===== src/rtl/trs_pkg.sv =====
package trs_pkg;
    localparam int NUM_KINDS = 3;

    typedef enum logic [1:0] {
        TK_PED = 2'd0,
        TK_LPI = 2'd1,
        TK_LPE = 2'd2
    } trig_kind_t;

    typedef enum logic [1:0] {
        ST_IDLE  = 2'd0,
        ST_COUNT = 2'd1,
        ST_FIRE  = 2'd2
    } seq_state_t;
endpackage


===== src/rtl/trs_ms_tick.sv =====
module trs_ms_tick #(
    parameter int CLK_PER_MS = 125000
) (
    input  logic clk,
    input  logic rst_n,
    input  logic enable_i,
    output logic tick_o
);
    localparam int PW = (CLK_PER_MS > 2) ? $clog2(CLK_PER_MS) : 1;
    localparam logic [PW-1:0] LAST = PW'(CLK_PER_MS - 1);

    logic [PW-1:0] div_q;

    always_ff @(posedge clk or negedge rst_n) begin
        if (!rst_n)
            div_q <= '0;
        else if (!enable_i)
            div_q <= '0;
        else if (div_q == LAST)
            div_q <= '0;
        else
            div_q <= div_q + 1'b1;
    end

    assign tick_o = enable_i && (div_q == LAST);
endmodule


===== src/rtl/trs_kind_pick.sv =====
module trs_kind_pick
    import trs_pkg::*;
#(
    parameter int CNT_W = 5
) (
    input  logic [NUM_KINDS*CNT_W-1:0] ratio_i,
    input  logic [NUM_KINDS-1:0]       enable_i,
    input  trig_kind_t                 pos_i,
    input  logic [CNT_W-1:0]           rep_i,
    output logic                       any_o,
    output trig_kind_t                 sel_o,
    output trig_kind_t                 next_pos_o,
    output logic [CNT_W-1:0]           next_rep_o
);
    logic [CNT_W-1:0] count_w [NUM_KINDS];
    logic [NUM_KINDS-1:0] ok_w;

    // Kind 0 sits in the most significant field.
    for (genvar g = 0; g < NUM_KINDS; g++) begin : g_unpack
        assign count_w[g] = ratio_i[(NUM_KINDS-g)*CNT_W-1 -: CNT_W];
        assign ok_w[g]    = enable_i[g] && (count_w[g] != '0);
    end

    function automatic trig_kind_t succ(input trig_kind_t k);
        return (k == TK_LPE) ? TK_PED : trig_kind_t'(k + 2'd1);
    endfunction

    logic [CNT_W:0] base_w;

    always_comb begin
        trig_kind_t probe;
        any_o = 1'b0;
        sel_o = pos_i;
        probe = pos_i;
        for (int d = 0; d < NUM_KINDS; d++) begin
            if (!any_o && ok_w[probe]) begin
                any_o = 1'b1;
                sel_o = probe;
            end
            probe = succ(probe);
        end
        base_w = (sel_o == pos_i) ? {1'b0, rep_i} : '0;
        if (base_w + 1'b1 >= {1'b0, count_w[sel_o]}) begin
            next_pos_o = succ(sel_o);
            next_rep_o = '0;
        end else begin
            next_pos_o = sel_o;
            next_rep_o = base_w[CNT_W-1:0] + 1'b1;
        end
    end
endmodule


===== src/rtl/trig_ratio_seq.sv =====
module trig_ratio_seq
    import trs_pkg::*;
#(
    parameter int CLK_PER_MS = 125000,
    parameter int IVL_W      = 10,
    parameter int CNT_W      = 5
) (
    input  logic                       clk,
    input  logic                       rst_n,
    input  logic                       run_i,
    input  logic [7:0]                 settings_i,
    input  logic [IVL_W-1:0]           interval_i,
    input  logic [NUM_KINDS*CNT_W-1:0] ratio_i,
    output logic                       trig_o,
    output logic [1:0]                 trig_type_o
);
    localparam int EN_PED_BIT = 6;
    localparam int VETO_BIT   = 1;

    seq_state_t       state_q, state_d;
    logic [IVL_W-1:0] ivl_q;
    trig_kind_t       pos_q, next_pos_w, sel_w;
    logic [CNT_W-1:0] rep_q, next_rep_w;
    logic             tick_w, any_w, slot_done_w;
    logic [IVL_W-1:0] ivl_eff_w;
    logic [NUM_KINDS-1:0] en_w;
    logic             unused_settings;

    assign unused_settings = ^{settings_i[7], settings_i[3:2], settings_i[0]};

    for (genvar g = 0; g < NUM_KINDS; g++) begin : g_en
        assign en_w[g] = settings_i[EN_PED_BIT-g];
    end

    assign ivl_eff_w   = (interval_i == '0) ? IVL_W'(1) : interval_i;
    assign slot_done_w = tick_w && ({1'b0, ivl_q} + 1'b1 >= {1'b0, ivl_eff_w});

    trs_ms_tick #(.CLK_PER_MS(CLK_PER_MS)) u_tick (
        .clk      (clk),
        .rst_n    (rst_n),
        .enable_i (state_q != ST_IDLE),
        .tick_o   (tick_w)
    );

    trs_kind_pick #(.CNT_W(CNT_W)) u_pick (
        .ratio_i    (ratio_i),
        .enable_i   (en_w),
        .pos_i      (pos_q),
        .rep_i      (rep_q),
        .any_o      (any_w),
        .sel_o      (sel_w),
        .next_pos_o (next_pos_w),
        .next_rep_o (next_rep_w)
    );

    always_comb begin
        state_d = state_q;
        unique case (state_q)
            ST_IDLE:  if (run_i) state_d = ST_COUNT;
            ST_COUNT: if (!run_i) state_d = ST_IDLE;
                      else if (slot_done_w) state_d = ST_FIRE;
            ST_FIRE:  state_d = run_i ? ST_COUNT : ST_IDLE;
            default:  state_d = ST_IDLE;
        endcase
    end

    // State register plus the counters it owns.
    always_ff @(posedge clk or negedge rst_n) begin
        if (!rst_n) begin
            state_q <= ST_IDLE;
            ivl_q   <= '0;
            pos_q   <= TK_PED;
            rep_q   <= '0;
        end else begin
            state_q <= state_d;
            if (state_q == ST_IDLE) begin
                ivl_q <= '0;
                pos_q <= TK_PED;
                rep_q <= '0;
            end else begin
                if (slot_done_w)
                    ivl_q <= '0;
                else if (tick_w)
                    ivl_q <= ivl_q + 1'b1;
                if (state_q == ST_FIRE && any_w) begin
                    pos_q <= next_pos_w;
                    rep_q <= next_rep_w;
                end
            end
        end
    end

    always_comb begin
        trig_o      = 1'b0;
        trig_type_o = sel_w;
        unique case (state_q)
            ST_FIRE:  trig_o = any_w && !settings_i[VETO_BIT];
            ST_IDLE,
            ST_COUNT: trig_o = 1'b0;
            default:  trig_o = 1'b0;
        endcase
    end
endmodule


===== config.mk =====
export PLATFORM = sky130hd
export DESIGN_NAME = trig_ratio_seq
export DESIGN_NICKNAME = d
export VERILOG_FILES = /design/src/rtl/trs_pkg.sv /design/src/rtl/trs_ms_tick.sv /design/src/rtl/trs_kind_pick.sv /design/src/rtl/trig_ratio_seq.sv
export SDC_FILE = /design/constraint.sdc
export NUM_CORES = 1
export LEC_CHECK = 0
export BUFFER_PORTS_ARGS = -buffer_cell sky130_fd_sc_hd__buf_2
export CAP_MARGIN = 20
export CELL_PAD_IN_SITES_DETAIL_PLACEMENT = 2
export CELL_PAD_IN_SITES_GLOBAL_PLACEMENT = 2
export CORE_UTILIZATION = 35
export DETAILED_ROUTE_END_ITERATION = 10
export PLACE_DENSITY = 0.84
export SLEW_MARGIN = 20
export SYNTH_ARGS = -nofsm -noshare
export SYNTH_HDL_FRONTEND = slang
export SYNTH_SLANG_ARGS = --single-unit

===== constraint.sdc =====
create_clock -name clk -period 4.3 [get_ports clk]
set_clock_uncertainty 0.05 [all_clocks]
set_input_delay 0.86 -clock clk [delete_from_list [all_inputs] [get_ports clk]]
set_output_delay 0.86 -clock clk [all_outputs]
set_load 0.02 [all_outputs]

==> results.txt, run 1 <==
Htree depth -> 2
Worst Setup SP -> ratio_i[0]
Layout cells sized above 1 -> 0.195
Min Clock Period, post-route -> 3970 ps
Clock sinks -> 36
Sequential share of power -> 0.517
Distinct cell type count after synthesis -> 53
Leakage power -> 1.40 nW
Share of flip-flops with an asynchronous set or reset -> 1.00
I/O pin total -> 39
Crit. End Element -> register
Final setup violation count -> 0
Clock latency on the worst-skew pair -> 290 ps
Number of DRC markers in iteration 0 -> 80
Post-DP HPWL -> 5.29 mm
Fillers -> 769
Core footprint -> 6870 sq um
Routed Antenna Nets -> 0
Commonest cells after routing, fill and taps aside -> 36 x dfrtp_1, 34 x buf_2, 32 x nor2_1
Drc violations -> 0
Worst-path clk slew -> 80 ps
Switch share -> 0.270
Sw power -> 0.000180 W
CP Max Fanout -> 5
FF+latch area -> 901 sq um
GPL Wtd Cong -> 0.807
Buf+Inv Stages, Crit Path -> 1
Max frequency -> 252 MHz
Number of inserted diodes -> 0
Syn-to-layout area delta -> 15.3%
1st-pass router iterations -> 4
Hold Startpoint -> u_tick.div_q[0]
P_int -> 0.000486 W
Status -> complete, no violations
Final period util -> 0.922
Final Max Slew Viols -> 0
Clock share of power -> 0.352
Hold buffers post-CTS -> 0
Synth warn -> 0
Syn_area_per_cell -> 9.17 sq um
Port Buffers -> 34
Avg WL per Cell -> 16.7 um
Vias in the first global route -> 2394
Critical Path, Cell by Cell -> buf_2, or4_4, o21a_4, o31ai_2, nor2_2, nor2b_1, ha_1, nand3_1, xor2_1, nor2_1, ha_1, a21oi_1, o21ai_0, o21bai_4, nor2_1, a22o_1
Yosys reg bits -> 36
Max-Cap Viols -> 0
Worst-Margin Slew -> 827 ps
Mapped cell area -> 2510 sq um
Hold crit path type -> reg -> reg
Post-synth EDFFs -> 0
Die ar. -> 7520 sq um
Die H -> 86.7 um
Fin nets -> 367
Initial antenna violation count -> 0
Initial core utilization -> 0.366
Critical path class -> in -> reg
VDD IR max -> 94.3 uV
CP required -> 4480 ps
TritonCTS clock tree -> built
CTS Buffer Depth -> 2
Post-CTS setup buffers -> 0
Row count -> 30
CTS resizes -> 0
Largest net degree at the start of global routing -> 37
Prevailing post-synth register cell -> dfrtp_1
CP top delay family -> simple AND/OR/NAND/NOR gates
Endpoints failing hold -> 0
DIE WIDTH -> 86.7 um
Wirelength, routed -> 6.81 mm
Combinational Power Share -> 0.131
Worst r2r src -> pos_q[1]
Gr ovfl total -> 0
Total power draw -> 0.000666 W
P per Cell Area -> 230 nW/um^2
Slew Limit Headroom -> 0.449
Slack of the critical path -> 334 ps
Gate Count Post-Synth -> 274
Root Buffer -> clkbuf_8
Syn_nets -> 328
GRT Total Usage -> 0.199
Crit start category -> input port
First-pass GRT wire length -> 11.7 mm
Pre-CTS WS -> 8.32 ps
Commonest non-fill, non-tap cell in the layout -> dfrtp_1
Routed via count -> 2228
Multi-input gate area -> 1520 sq um
RSZ-0062 raised after global routing -> no
Post-synthesis sequential area ratio -> 0.359
CP Data Arrival Time -> 4150 ps
Crit-path slowest cell -> or4_4
Vias per cell -> 5.45
Num CTS Buffers -> 5
Setup TNS -> 0 ps
WHS -> 440 ps
Crit path largest cell delay -> 570 ps
[final cells by class]
class,count,share of cell area
multi-input cells,215,0.526
flip-flops and latches,36,0.311
repair buffers,40,0.0743
well taps,96,0.0415
clock buffers,5,0.0238
inverters,15,0.0194
clock inverters,2,0.00432
[metrics by stage]
step,utilization,instances,cell area (sq um)
final,0.422,409,2900
after global placement,0.410,402,2820
after global routing,0.422,409,2900
after CTS,0.422,409,2900
after floorplan,-,274,2510
after detailed placement,0.410,402,2820
[registers in the layout (all words and copies together) (netlist names)]
signal / cells
ivl_q: 10
pos_q: 2
rep_q: 5
state_q: 2
u_tick.div_q: 17
[synthesized netlist by cell type, types with 8 or more instances]
| library cell | count | area (sq um) |
|---|---|---|
| ha_1 | 18 | 225 |
| dfrtp_1 | 36 | 901 |
| o21ai_1 | 8 | 40.0 |
| xor2_1 | 12 | 105 |
| inv_1 | 14 | 52.6 |
| and3_1 | 10 | 62.6 |
| nor2_1 | 32 | 120 |
| a21oi_1 | 9 | 45.0 |
| xnor2_1 | 11 | 96.3 |
| nand2_1 | 16 | 60.1 |
| nand3_1 | 15 | 75.1 |
[power groups by stage]
stage / sequential (W) / clock (W) / combinational, W
6_report: 0.000344 / 0.000235 / 0.0000871
5_1_grt: 0.000344 / 0.000251 / 0.0000977
4_1_cts: 0.000344 / 0.000242 / 0.0000893
3_5_place_dp: 0.000351 / 0 / 0.0000889
3_3_place_gp: 0.000350 / 0 / 0.0000841
2_1_floorplan: 0.000350 / 0 / 0.0000457
[worst register-to-register path: stages (launching register included)]
cell and delay (ps):
dfrtp_1 570, inv_1 100, o311ai_2 380, nor2_2 110
nor2b_1 170, ha_1 230, nand3_1 100, xor2_1 150
nor2_1 140, ha_1 260, a21oi_1 140, o21ai_0 110
o21bai_4 210, nor2_1 240, a22o_1 180
[logic make-up (layout without fill, tap and decap cells)]
logic type / count (synthesis) / after routing / share of synthesized area
AND/OR/NAND/NOR: 106 / 106 / 0.216
AO/OA/AOI/OAI: 62 / 62 / 0.196
flip-flops: 36 / 36 / 0.359
XOR/XNOR: 23 / 23 / 0.0802
buffers and inverters: 23 / 62 / 0.0354
adder cells (fa/ha/maj): 18 / 18 / 0.0896
multiplexers: 6 / 6 / 0.0239
[worst paths after layout]
| check | endpoint | cells after the start | slack, ps |
|---|---|---|---|
| max | rep_q[2] | 16 | 330 |
| min | u_tick.div_q[0] | 1 | 440 |
| max reg2reg | rep_q[2] | 14 | 1100 |
| min reg2reg | u_tick.div_q[0] | 1 | 440 |
| max in group asynchronous | ivl_q[1] | 1 | 3060 |
| min in group asynchronous | u_tick.div_q[15] | 1 | 620 |
[routing by layer]
| layer | global-route usage | share of wire | vias to the layer above |
|---|---|---|---|
| met2 | 0.354 | 0.50 | 29 |
| met1 | 0.258 | 0.47 | 1118 |
| met5 | 0 | 0 | - |
| li1 | - | - | 1072 |
| met4 | 0.0318 | 0.010 | 0 |
| met3 | 0.0305 | 0.021 | 9 |
Note: power is estimated with default switching activity, not from simulation.
==> inputs of run 2 (changes only) <==
- CTS_CLUSTER_SIZE: unset -> 40
- HOLD_SLACK_MARGIN: unset -> 0.06
- MAX_ROUTING_LAYER: unset -> met4
==> run 2 against run 1 <==
Against the previous run: clock-buffer cell count did not move; non-clock buffer count is the same; via count shrank 0.22%; first-iteration DRC count is 5.0% higher; global-route usage grew 0.72 points; register-to-register slack barely moved; power hardly changed.
==> results.txt, run 2 (same netlist as run 1, synthesis figures left out) <==
Endpoints failing hold -> 0
Status -> complete, no violations
1st-pass router iterations -> 4
Critical Path, Cell by Cell -> buf_2, or4_4, o21a_4, o31ai_2, nor2_2, nor2b_1, ha_1, nand3_1, xor2_1, nor2_1, ha_1, a21oi_1, o21ai_0, o21bai_4, nor2_1, a22o_1
GRT Total Usage -> 0.206
Max-Cap Viols -> 0
Vias per cell -> 5.44
Worst path depth -> 16
Crit path largest cell delay -> 570 ps
Routed Antenna Nets -> 0
Largest net degree at the start of global routing -> 37
Layout cells sized above 1 -> 0.195
Slew Limit Headroom -> 0.444
CP Max Fanout -> 5
Gr ovfl total -> 0
Routed via count -> 2223
Post-CTS setup buffers -> 0
RSZ-0062 raised after global routing -> no
Die ar. -> 7520 sq um
Crit. End Element -> register
CP Data Arrival Time -> 4150 ps
Row count -> 30
Min Clock Period, post-route -> 3970 ps
CTS Buffer Depth -> 2
VDD IR max -> 94.7 uV
Worst-Margin Slew -> 834 ps
Root Buffer -> clkbuf_8
P per Cell Area -> 230 nW/um^2
Buf+Inv Stages, Crit Path -> 1
First-pass GRT wire length -> 11.7 mm
Largest register FFs -> 17
Met3 Usage GRT -> 0.0362
Final period util -> 0.922
GR Layer Usage met2 -> 0.353
Hold crit path type -> reg -> reg
Leakage power -> 1.40 nW
Number of inserted diodes -> 0
Crit start category -> input port
Fin nets -> 367
Setup TNS -> 0 ps
Total power draw -> 0.000666 W
Post-DP HPWL -> 5.29 mm
Hold buffers post-CTS -> 0
Num CTS Buffers -> 5
I/O pin total -> 39
Initial antenna violation count -> 0
Drc violations -> 0
DIE WIDTH -> 86.7 um
Max frequency -> 252 MHz
Commonest cells after routing, fill and taps aside -> 36 x dfrtp_1, 34 x buf_2, 32 x nor2_1
Commonest non-fill, non-tap cell in the layout -> dfrtp_1
Crit-path slowest cell -> or4_4
Wirelength, routed -> 6.82 mm
CTS resizes -> 0
Final Max Slew Viols -> 0
CP required -> 4480 ps
Syn-to-layout area delta -> 15.3%
Worst hold stages -> 1
Avg WL per Cell -> 16.7 um
Largest Register -> u_tick.div_q
Clock sinks -> 36
Final setup violation count -> 0
Largest regs -> u_tick.div_q: 17 flops, ivl_q: 10 flops, rep_q: 5 flops
Clock latency on the worst-skew pair -> 290 ps
GPL Wtd Cong -> 0.819
Initial core utilization -> 0.366
CP top delay family -> simple AND/OR/NAND/NOR gates
Port Buffers -> 34
TritonCTS clock tree -> built
Die H -> 86.7 um
FF-to-FF path depth -> 14
M1 GR Usage -> 0.261
Vias in the first global route -> 2385
GR peak layer -> met2
Worst-path clk slew -> 80 ps
Htree depth -> 2
Number of DRC markers in iteration 0 -> 84
Core footprint -> 6870 sq um
Critical path class -> in -> reg
run 2: metrics by stage:
step / instance area (sq um) / std cells / utilization / setup WS [ps] / hold WS, ps
CTS: 2900 / 409 / 0.422 / 273 / 442
global placement: 2820 / 402 / 0.410 / 137 / 413
finish: 2900 / 409 / 0.422 / 334 / 435
detailed placement: 2820 / 402 / 0.410 / 8.32 / 432
floorplan: 2510 / 274 / - / 435 / 398
global route: 2900 / 409 / 0.422 / 68.0 / 476
run 2: cell type report:
class / instances / area, sq um
fill: 769 / 3970
sequential: 36 / 901
tap: 96 / 120
clock buffer: 5 / 68.8
inverter: 15 / 56.3
timing repair buffer: 40 / 215
multi-input combinational: 215 / 1520
clock inverter: 2 / 12.5
run 2: where the power goes:
group	total, W	leakage, nW	switching [W]	internal, W
clock network	0.000235	0.0400	0.000125	0.000110
logic	0.0000872	0.866	0.0000520	0.0000352
registers	0.000344	0.498	0.00000296	0.000341
run 2: worst paths after layout:
path / slack, ps / startpoint / end
worst min register to register: 440 / u_tick.div_q[0] / u_tick.div_q[0]
max in group asynchronous: 3050 / rst_n / ivl_q[1]
worst min-delay path: 440 / u_tick.div_q[0] / u_tick.div_q[0]
worst max register to register: 1100 / pos_q[1] / rep_q[2]
min in group asynchronous: 620 / rst_n / u_tick.div_q[15]
worst max-delay path: 330 / ratio_i[0] / rep_q[2]
run 2: worst register-to-register path, stage by stage, from the launching register on:
cell	delay (ps)
dfrtp_1	570
inv_1	100
o311ai_2	380
nor2_2	110
nor2b_1	170
ha_1	230
nand3_1	100
xor2_1	150
nor2_1	140
ha_1	260
a21oi_1	140
o21ai_0	110
o21bai_4	210
nor2_1	240
a22o_1	180
run 2: metal layers:
metal / routed length [um] / share of wire / vias up
met5: 0 / 0 / -
met4: 55 / 0.0081 / 0
met3: 151 / 0.022 / 6
met2: 3420 / 0.50 / 29
met1: 3200 / 0.47 / 1116
li1: - / - / 1072
==> inputs of run 3 (changes only) <==
- CAP_MARGIN: 20 -> 30
- CORE_UTILIZATION: 35 -> 25
- PLACE_DENSITY: 0.84 -> 0.64
==> run 3 against run 2 <==
Against the previous run: first-iteration DRC count down 12%; critical path depth unchanged; clock-buffer cell count increased by 1; non-clock buffer count unchanged; register-to-register slack worse by 30 ps; clock power is 8.9% higher; power rose by 3.1%; fmax fell by 0.33%; utilization is 12 points lower; setup slack worse by 13 ps; largest cell class unchanged; largest power group unchanged.
==> results.txt, run 3 (same netlist as run 1, synthesis figures left out) <==
Status -> complete, no violations
Worst r2r src -> pos_q[1]
TritonCTS clock tree -> built
VDD IR max -> 116 uV
Buf+Inv Stages, Crit Path -> 1
Fin nets -> 367
Number of inserted diodes -> 0
Num CTS Buffers -> 5
Hold Startpoint -> u_tick.div_q[0]
Pre-CTS WS -> -78.2 ps
Htree depth -> 2
Reg2Reg Setup Slack -> 1070 ps
Slack of the critical path -> 321 ps
Crit-path slowest cell -> or4_4
Slew Limit Headroom -> 0.430
Hold crit path type -> reg -> reg
Largest Register -> u_tick.div_q
Commonest cells after routing, fill and taps aside -> 36 x dfrtp_1, 34 x buf_2, 31 x nor2_1
Core footprint -> 9770 sq um
FF-to-FF path depth -> 14
Max frequency -> 251 MHz
Die ar. -> 10500 sq um
Drc violations -> 0
Post-CTS setup buffers -> 0
Final period util -> 0.925
Max-Cap Viols -> 0
Crit start category -> input port
Largest register FFs -> 17
Gr ovfl total -> 0
Number of DRC markers in iteration 0 -> 74
Leakage power -> 1.42 nW
Placed cells -> 439
I/O pin total -> 39
Multi-input gate area -> 1530 sq um
Critical Path, Cell by Cell -> buf_2, or4_4, o21a_4, o31ai_2, nor2_2, nor2b_1, ha_1, nand3_1, xor2_1, nor2_1, ha_1, a21oi_1, o21ai_0, o21bai_4, nor2_2, a22o_1
First-pass GRT wire length -> 11.6 mm
Initial core utilization -> 0.257
Post-DP HPWL -> 5.18 mm
Die H -> 102 um
RSZ-0062 raised after global routing -> no
FF+latch area -> 901 sq um
Worst hold stages -> 1
Post-placement cell area -> 2860 sq um
Clock latency on the worst-skew pair -> 290 ps
Endpoints failing hold -> 0
CP required -> 4470 ps
Clock sinks -> 36
Critical path class -> in -> reg
Final setup violation count -> 0
GPL Wtd Cong -> 0.773
Worst-Margin Slew -> 855 ps
Initial antenna violation count -> 0
Worst R2R End -> rep_q[1]
Min Clock Period, post-route -> 3980 ps
Crit path largest cell delay -> 560 ps
Routed Antenna Nets -> 0
Port Buffers -> 34
Commonest non-fill, non-tap cell in the layout -> dfrtp_1
P per Cell Area -> 232 nW/um^2
Avg WL per Cell -> 14.8 um
Fillers -> 1138
Largest regs -> u_tick.div_q: 17 flops, ivl_q: 10 flops, rep_q: 5 flops
Vias in the first global route -> 2404
Hold endpoint -> u_tick.div_q[0]
Wirelength, routed -> 6.62 mm
CTS Buffer Depth -> 2
Final Max Slew Viols -> 0
Root Buffer -> clkbuf_8
Final Instance Area -> 2960 sq um
Total power draw -> 0.000687 W
CP top delay family -> simple AND/OR/NAND/NOR gates
DIE WIDTH -> 102 um
GRT Total Usage -> 0.146
Final cell count without fillers -> 447
CP Max Fanout -> 5
Row count -> 36
Crit. End Element -> register
Routed via count -> 2176
Worst-path clk slew -> 80 ps
Largest net degree at the start of global routing -> 37
1st-pass router iterations -> 4
Syn-to-layout area delta -> 17.7%
Vias per cell -> 4.87
CP Data Arrival Time -> 4150 ps
Layout cells sized above 1 -> 0.201
-- run 3: cell types whose count changed in the layout (fill, tap and decap cells not counted), sizes merged --
cell	previous run	this run
clkinvlp	1	0
clkbuf	5	6
clkinv	1	2
-- run 3: per-layer routing --
layer / global-route usage / vias up / part of all wire / wire [um]
li1: - / 1061 / - / -
met1: 0.186 / 1089 / 0.48 / 3190
met2: 0.242 / 22 / 0.49 / 3250
met3: 0.0205 / 4 / 0.018 / 121
met4: 0.0396 / 0 / 0.0092 / 61
met5: - / - / 0 / 0
-- run 3: repair_timing --
item                       in CTS  in global routing
hold buffers                    0                  0
gates resized for setup         0                  1
setup endpoints to repair       0                  4
-- run 3: how the worst max path moves through the flow --
stage / from / to / slack [ps] / depth (start not counted)
final: ratio_i[0] / rep_q[1] / 320 / 16
after global routing: ratio_i[0] / rep_q[1] / 60 / 16
after global placement: ratio_i[0] / rep_q[1] / 90 / 16
after CTS: ratio_i[0] / rep_q[1] / 180 / 16
after floorplan: ratio_i[0] / pos_q[0] / 440 / 14
after detailed placement: ratio_i[0] / rep_q[4] / -80 / 16
-- run 3: per-stage QoR --
stage / utilization / TNS, ps / hold WS, ps
global route: 0.302 / 0 / 473
finish: 0.302 / 0 / 451
CTS: 0.302 / 0 / 455
floorplan: - / 0 / 398
detailed placement: 0.293 / -276 / 444
global placement: 0.293 / 0 / 420
-- run 3: area by class of cell --
type / instances / area share
clock buffers: 6 / 0.0279
clock inverters: 2 / 0.00339
inverters: 15 / 0.0190
multi-input cells: 215 / 0.516
flip-flops and latches: 36 / 0.305
well taps: 133 / 0.0563
repair buffers: 40 / 0.0728
-- run 3: power breakdown --
part | internal [W] | switching (W) | total [W] | leakage [nW]
sequential | 0.000341 | 0.00000292 | 0.000344 | 0.498
clock | 0.000128 | 0.000128 | 0.000256 | 0.0510
combinational | 0.0000353 | 0.0000511 | 0.0000864 | 0.866
total | 0.000504 | 0.000182 | 0.000687 | 1.42
